--- config.mk ---
export PLATFORM = sky130hd
export DESIGN_NAME = rob_top
export DESIGN_NICKNAME = d
export VERILOG_FILES = /design/src/rtl/rob_pkg.sv /design/src/rtl/rob_ctrl.sv /design/src/rtl/rob_data.sv /design/src/rtl/rob_top.sv
export SDC_FILE = /design/constraint.sdc
export NUM_CORES = 1
export LEC_CHECK = 0
export BUFFER_PORTS_ARGS = -buffer_cell sky130_fd_sc_hd__buf_2
export CAP_MARGIN = 20
export CORE_AREA = 2 2 256 132
export DETAILED_ROUTE_END_ITERATION = 10
export DIE_AREA = 0 0 258 134
export PLACE_DENSITY = 0.83
export SLEW_MARGIN = 10
export SYNTH_ARGS = -nofsm -noshare
export SYNTH_HDL_FRONTEND = slang
export SYNTH_SLANG_ARGS = --single-unit
--- constraint.sdc ---
create_clock -name clk -period 4.5 [get_ports clk]
set_input_delay 0 -clock clk [delete_from_list [all_inputs] [get_ports clk]]
set_output_delay 0 -clock clk [all_outputs]
set_load 0.02 [all_outputs]
--- src/rtl/rob_pkg.sv ---
package rob_pkg;

  typedef enum logic [1:0] {
    KIND_REG    = 2'd0,
    KIND_STORE  = 2'd1,
    KIND_BRANCH = 2'd2,
    KIND_RSVD   = 2'd3
  } robKind_t;

  // strobes from control to datapath
  typedef struct packed {
    logic doAlloc;
    logic doCommit;
    logic doFlush;
  } robStrobes_t;

endpackage

--- src/rtl/rob_ctrl.sv ---
module rob_ctrl
  import rob_pkg::*;
#(
  parameter int DEPTH = 8,
  localparam int TAG_W = $clog2(DEPTH),
  localparam int CNT_W = $clog2(DEPTH + 1)
) (
  input  logic             clk,
  input  logic             rstN,
  input  logic             allocValid,
  input  logic             flushIn,
  input  logic             headDone,
  input  logic [1:0]       headKind,
  input  logic             headMisp,
  output logic             allocReady,
  output logic [TAG_W-1:0] tailPtr,
  output logic [TAG_W-1:0] headPtr,
  output logic             commitValid,
  output logic             flushOut,
  output logic [CNT_W-1:0] occupancy,
  output robStrobes_t      strb
);

  logic [CNT_W-1:0] count;

  function automatic logic [TAG_W-1:0] nextPtr(input logic [TAG_W-1:0] p);
    return (p == TAG_W'(DEPTH - 1)) ? '0 : p + 1'b1;
  endfunction

  always_comb begin
    allocReady    = (count != CNT_W'(DEPTH));
    commitValid   = !flushIn && (count != '0) && headDone;
    flushOut      = flushIn ||
                    (commitValid && headKind == KIND_BRANCH && headMisp);
    strb.doFlush  = flushOut;
    strb.doAlloc  = allocValid && allocReady && !flushOut;
    strb.doCommit = commitValid && !flushOut;
  end

  always_ff @(posedge clk) begin
    if (!rstN || strb.doFlush) begin
      headPtr <= '0;
      tailPtr <= '0;
      count   <= '0;
    end else begin
      if (strb.doAlloc)  tailPtr <= nextPtr(tailPtr);
      if (strb.doCommit) headPtr <= nextPtr(headPtr);
      count <= count + CNT_W'(strb.doAlloc) - CNT_W'(strb.doCommit);
    end
  end

  assign occupancy = count;

endmodule

--- src/rtl/rob_data.sv ---
module rob_data
  import rob_pkg::*;
#(
  parameter int DEPTH  = 8,
  parameter int DATA_W = 32,
  parameter int REG_W  = 5,
  localparam int TAG_W = $clog2(DEPTH)
) (
  input  logic              clk,
  input  logic              rstN,
  input  robStrobes_t       strb,
  input  logic [TAG_W-1:0]  tailPtr,
  input  logic [TAG_W-1:0]  headPtr,
  input  logic [1:0]        allocKind,
  input  logic [REG_W-1:0]  allocDest,
  input  logic              wbValid,
  input  logic [TAG_W-1:0]  wbTag,
  input  logic [DATA_W-1:0] wbValue,
  input  logic              wbMispredict,
  input  logic [TAG_W-1:0]  lookupTag,
  output logic              headDone,
  output logic [1:0]        headKind,
  output logic              headMisp,
  output logic [REG_W-1:0]  headDest,
  output logic [DATA_W-1:0] headValue,
  output logic              lookupReady,
  output logic [DATA_W-1:0] lookupValue
);

  logic [DEPTH-1:0]  entValid;
  logic [DEPTH-1:0]  entDone;
  logic [DEPTH-1:0]  entMisp;
  logic [1:0]        entKind  [DEPTH];
  logic [REG_W-1:0]  entDest  [DEPTH];
  logic [DATA_W-1:0] entValue [DEPTH];

  for (genvar i = 0; i < DEPTH; i++) begin : gEntry
    logic isAlloc, isCommit, isWb;
    assign isAlloc  = strb.doAlloc  && (tailPtr == TAG_W'(i));
    assign isCommit = strb.doCommit && (headPtr == TAG_W'(i));
    assign isWb     = wbValid && entValid[i] && (wbTag == TAG_W'(i));

    always_ff @(posedge clk) begin
      if (!rstN || strb.doFlush) begin
        entValid[i] <= 1'b0;
        entDone[i]  <= 1'b0;
        entMisp[i]  <= 1'b0;
      end else begin
        if (isWb) begin
          entDone[i]  <= 1'b1;
          entMisp[i]  <= wbMispredict;
          entValue[i] <= wbValue;
        end
        if (isCommit) entValid[i] <= 1'b0;
        if (isAlloc) begin
          entValid[i] <= 1'b1;
          entDone[i]  <= 1'b0;
          entMisp[i]  <= 1'b0;
          entKind[i]  <= allocKind;
          entDest[i]  <= allocDest;
          entValue[i] <= '0;
        end
      end
    end
  end

  always_comb begin
    headDone    = entValid[headPtr] && entDone[headPtr];
    headKind    = entKind[headPtr];
    headMisp    = entMisp[headPtr];
    headDest    = entDest[headPtr];
    headValue   = entValue[headPtr];
    lookupReady = entValid[lookupTag] && entDone[lookupTag];
    lookupValue = entValue[lookupTag];
  end

endmodule

--- src/rtl/rob_top.sv ---
module rob_top
  import rob_pkg::*;
#(
  parameter int DEPTH  = 8,
  parameter int DATA_W = 32,
  parameter int REG_W  = 5,
  localparam int TAG_W = $clog2(DEPTH),
  localparam int CNT_W = $clog2(DEPTH + 1)
) (
  input  logic              clk,
  input  logic              rstN,
  input  logic              allocValid,
  input  logic [1:0]        allocKind,
  input  logic [REG_W-1:0]  allocDest,
  output logic              allocReady,
  output logic [TAG_W-1:0]  allocTag,
  input  logic              wbValid,
  input  logic [TAG_W-1:0]  wbTag,
  input  logic [DATA_W-1:0] wbValue,
  input  logic              wbMispredict,
  input  logic              flushIn,
  input  logic [TAG_W-1:0]  lookupTag,
  output logic              lookupReady,
  output logic [DATA_W-1:0] lookupValue,
  output logic              commitValid,
  output logic [1:0]        commitKind,
  output logic [REG_W-1:0]  commitDest,
  output logic [DATA_W-1:0] commitValue,
  output logic              flushOut,
  output logic [CNT_W-1:0]  occupancy
);

  robStrobes_t      strb;
  logic [TAG_W-1:0] headPtr;
  logic             headDone, headMisp;

  rob_ctrl #(.DEPTH(DEPTH)) ctrl_i (
    .clk(clk), .rstN(rstN), .allocValid(allocValid), .flushIn(flushIn),
    .headDone(headDone), .headKind(commitKind), .headMisp(headMisp),
    .allocReady(allocReady), .tailPtr(allocTag), .headPtr(headPtr),
    .commitValid(commitValid), .flushOut(flushOut),
    .occupancy(occupancy), .strb(strb)
  );

  rob_data #(.DEPTH(DEPTH), .DATA_W(DATA_W), .REG_W(REG_W)) data_i (
    .clk(clk), .rstN(rstN), .strb(strb), .tailPtr(allocTag),
    .headPtr(headPtr), .allocKind(allocKind), .allocDest(allocDest),
    .wbValid(wbValid), .wbTag(wbTag), .wbValue(wbValue),
    .wbMispredict(wbMispredict), .lookupTag(lookupTag),
    .headDone(headDone), .headKind(commitKind), .headMisp(headMisp),
    .headDest(commitDest), .headValue(commitValue),
    .lookupReady(lookupReady), .lookupValue(lookupValue)
  );

endmodule

==> results.py <==
metrics = {
    "critical_path": {
        "critical_path_buf_inv_count": 3,
        "slowest_delay_ps": 810,
        "path_class": "flop to output pin",
        "cp.required_ps": 4500,
        "cp_max_fo": 43,
        "crit_path_top_delay_cell": "buf_4",
        "crit_chain": "buf_4 > buf_4 > mux4_2 > mux2_2 > buf_2",
        "reg2reg_to": "data_i.entDest[4][1]",
        "arrival_ps": 3470,
        "cp-endpoint": "commitValue[4]",
        "crit_family": "buffers and inverters",
        "ff2ff_path_depth": 5,
        "crit_path_start_kind": "flop",
        "cp_common_cell": "buf_4",
        "worstSetupEndpointType": "output pin",
        "cp.depth": 5,
        "r2r_setup_slack_ps": 1040,
    },
    "status": {
        "outcome": "completed",
    },
    "logic_synthesis": {
        "synth_edf_count": 280,
        "synth_flop_cell": "edfxtp_1",
        "netlist_instances": 1121,
        "syn_area_per_cell_sq_um": 15.6,
        "yosysTopAreaCellShare_pct": 48.1,
        "synth_top_area_cell": "edfxtp_1",
        "synth_seq_area_share_pct": 56.0,
        "async_reset_ff_share_pct": 0,
        "synth_area_leaders": "edfxtp_1 48%, mux4_2 19%, dfxtp_1 7.9%",
        "yosys_warnings": 0,
        "synth_cell_types": 46,
        "synth_nets": 1191,
        "netlist_area_sq_mm": 0.0175,
        "ys_ff_latch": 349,
    },
    "power_and_ir_drop": {
        "finalPower_mw": 6.79,
        "p_per_area_mw_per_mm2": 335,
        "leakage_nw": 6.80,
        "ir_worst_vdd_mv": 0.316,
    },
    "final_layout": {
        "drive_gt1_share_pct": 35.1,
        "seq_area_sq_mm": 0.00980,
        "nFillCells": 2368,
        "syn_to_final_growth_pct": 16.0,
        "fin_nets": 1341,
        "multiInputGateArea_sq_mm": 0.00738,
    },
    "global_routing": {
        "grt_first_pass_wirelength_um": 71700,
        "grt_start_max_net_pins": 52,
        "grt_usage_pct": 27.6,
        "gr-total-overflow": 0,
        "grt_pass1_vias": 11475,
        "antenna_found_initial": 1,
    },
    "timing": {
        "drv_slew": 0,
        "hold_viol_final": 0,
        "max_freq_mhz": 288,
        "fin_crit_sh_pct": 77.1,
        "slew-limit-headroom_pct": 22.8,
        "min_period_ps": 3470,
        "finalSetupViolations": 0,
        "whs_ps": 88.5,
        "rsz0062_at_grt": "no",
        "finalClockSkew_ps": 13.5,
        "tightest_slew_ps": 1150,
    },
    "clocking": {
        "htree_num_levels": 1,
        "clock_latency_ps": 580,
        "cts_sinks": 349,
        "clkSlewWorstSetupHoldPaths_ps": 70,
        "post-cts-setup-buffers": 0,
        "cts_resized": 0,
        "cts-root-buf": "clkbuf_16",
        "postCtsHoldBufs": 49,
        "cts_buffers": 31,
        "clk_path_buf_depth": 3,
        "tritoncts": "yes",
    },
    "detailed_routing": {
        "drt-initial-drc-count": 1352,
        "ant_nets": 0,
        "vias_per_cell": 6.49,
        "dr_total_vias": 11270,
        "drt-pass1-iter-count": 5,
        "drc": 0,
        "routed_wl_um": 46900,
        "wire_per_inst_um": 27.0,
    },
    "die": {
        "ios": 133,
        "dieArea_sq_mm": 0.0346,
        "start_util_pct": 53.9,
        "die_y_um": 134,
        "die_w_um": 258,
        "num_rows": 47,
        "design.core.area_sq_mm": 0.0324,
    },
    "placed_design": {
        "gp_congestion": 0.953,
        "place_hpwl_um": 29600,
        "port_buffers": 132,
    },
    "job": {
        "maxCapViolations": 0,
    },
    "worst_hold_path": {
        "hp-class": "primary input to flop",
    },
}
power by group:
group	total, mW	internal (mW)	switching [mW]
registers	3.50	3.49	0.00844
logic	0.485	0.215	0.270
clock network	2.80	1.57	1.23
total	6.79	5.28	1.51
synthesized netlist by cell type, types with 2 or more instances:
library cell / count
buf_1: 18
nor2_1: 16
a221oi_1: 2
mux4_2: 146
edfxtp_1: 280
mux2i_1: 6
o21ai_0: 5
o41ai_1: 2
ha_1: 18
a31oi_1: 6
nand4_1: 7
dfxtp_1: 69
nor2b_1: 133
buf_4: 3
buf_2: 15
and2_1: 7
a211oi_1: 12
a21oi_1: 13
nand2_1: 19
a311oi_2: 2
and3_1: 4
nor4_1: 3
clkbuf_1: 60
inv_1: 19
nand3_1: 17
a22o_1: 32
nor3_1: 4
o31ai_1: 7
a21boi_0: 96
a2111oi_0: 3
nor4b_1: 6
a311oi_4: 3
a31o_1: 2
mux2_2: 74
flip-flops by register name, indices dropped and copies added (netlist names), named ones only:
signal and count:
data_i.entValue 256, data_i.entDest 40, data_i.entKind 16, data_i.entDone 8, data_i.entMisp 8, data_i.entValid 8, ctrl_i.occupancy 4, ctrl_i.headPtr 3
ctrl_i.tailPtr 3
how the worst min path moves through the flow:
stage	from	to	cells after the start	slack, ps
floorplan	allocDest[0]	data_i.entDest[0][0]	0	100
global placement	allocKind[1]	data_i.entKind[2][1]	1	270
detailed placement	rstN	data_i.entMisp[4]	3	280
CTS	wbValid	data_i.entDone[0]	4	50
global route	wbValid	data_i.entDone[2]	4	100
finish	wbValid	data_i.entDone[0]	4	90
worst min-delay path: cells and delay by family:
family          cells  cell delay, ps
compound gates      1             200
buf+inv             1             110
simple gates        2             300
stage by stage:
step	util (%)	worst slack, ps	instances	area, sq um	TNS, ps
floorplan	-	-205	1121	17500	-19470
global placement	57.8	1190	1630	18700	0
detailed placement	57.8	1120	1630	18700	0
CTS	62.5	932	1736	20300	0
global route	62.6	780	1737	20300	0
finish	62.6	1030	1737	20300	0
layout by cell type, fill, tap and decap left out, types with 4 or more instances in the layout:
cell type | synthesis | routed
edfxtp_1 | 280 | 280
mux4_2 | 146 | 146
nor2b_1 | 133 | 133
buf_2 | 15 | 131
a21boi_0 | 96 | 96
mux2_2 | 74 | 74
dfxtp_1 | 69 | 66
dlygate4sd3_1 | 0 | 49
a22o_1 | 32 | 32
clkbuf_16 | 0 | 31
buf_4 | 3 | 31
inv_1 | 19 | 19
nand2_1 | 19 | 19
ha_1 | 18 | 18
nand3_1 | 17 | 17
nor2_1 | 16 | 16
a21oi_1 | 13 | 11
and2_1 | 7 | 7
nand4_1 | 7 | 7
a211oi_1 | 12 | 7
mux2i_1 | 6 | 6
nor4b_1 | 6 | 6
clkinv_2 | 0 | 6
a311oi_4 | 3 | 5
a211oi_4 | 0 | 5
o21ai_0 | 5 | 5
a31oi_1 | 6 | 5
o31ai_1 | 7 | 5
bufinv_16 | 0 | 5
clkbuf_1 | 60 | 5
and3_1 | 4 | 4
clkinv_1 | 0 | 4
logic make-up (layout without fill, tap and decap cells):
group,count (synthesis),in the layout,share of synthesized area [%]
buffers and inverters,115,289,2.64
xor gates and xnor gates,2,2,0.100
other,0,1,0
adders and majority gates,19,19,1.40
DFF,349,349,56.0
muxes,226,226,23.9
AOI/OAI and AO/OA,188,188,8.48
and+or+nand+nor,222,222,7.45
area by class of cell:
type	count	share of cell area, %
Sequential cell	349	48.3
Multi-Input combinational cell	657	36.4
Timing Repair Buffer	213	7.00
Clock buffer	37	3.99
Tap cell	441	2.72
Clock inverter	20	1.20
Inverter	19	0.352
Antenna cell	1	0.0123
routing by layer:
metal | track usage (%) | part of all wire [%] | vias up
met2 | 39.8 | 43 | 683
li1 | - | - | 4752
met5 | 0 | 0 | -
met3 | 6.46 | 12 | 75
met1 | 42.9 | 42 | 5760
met4 | 5.81 | 2.1 | 0
No activity file was read; power rests on OpenSTA's default activity.
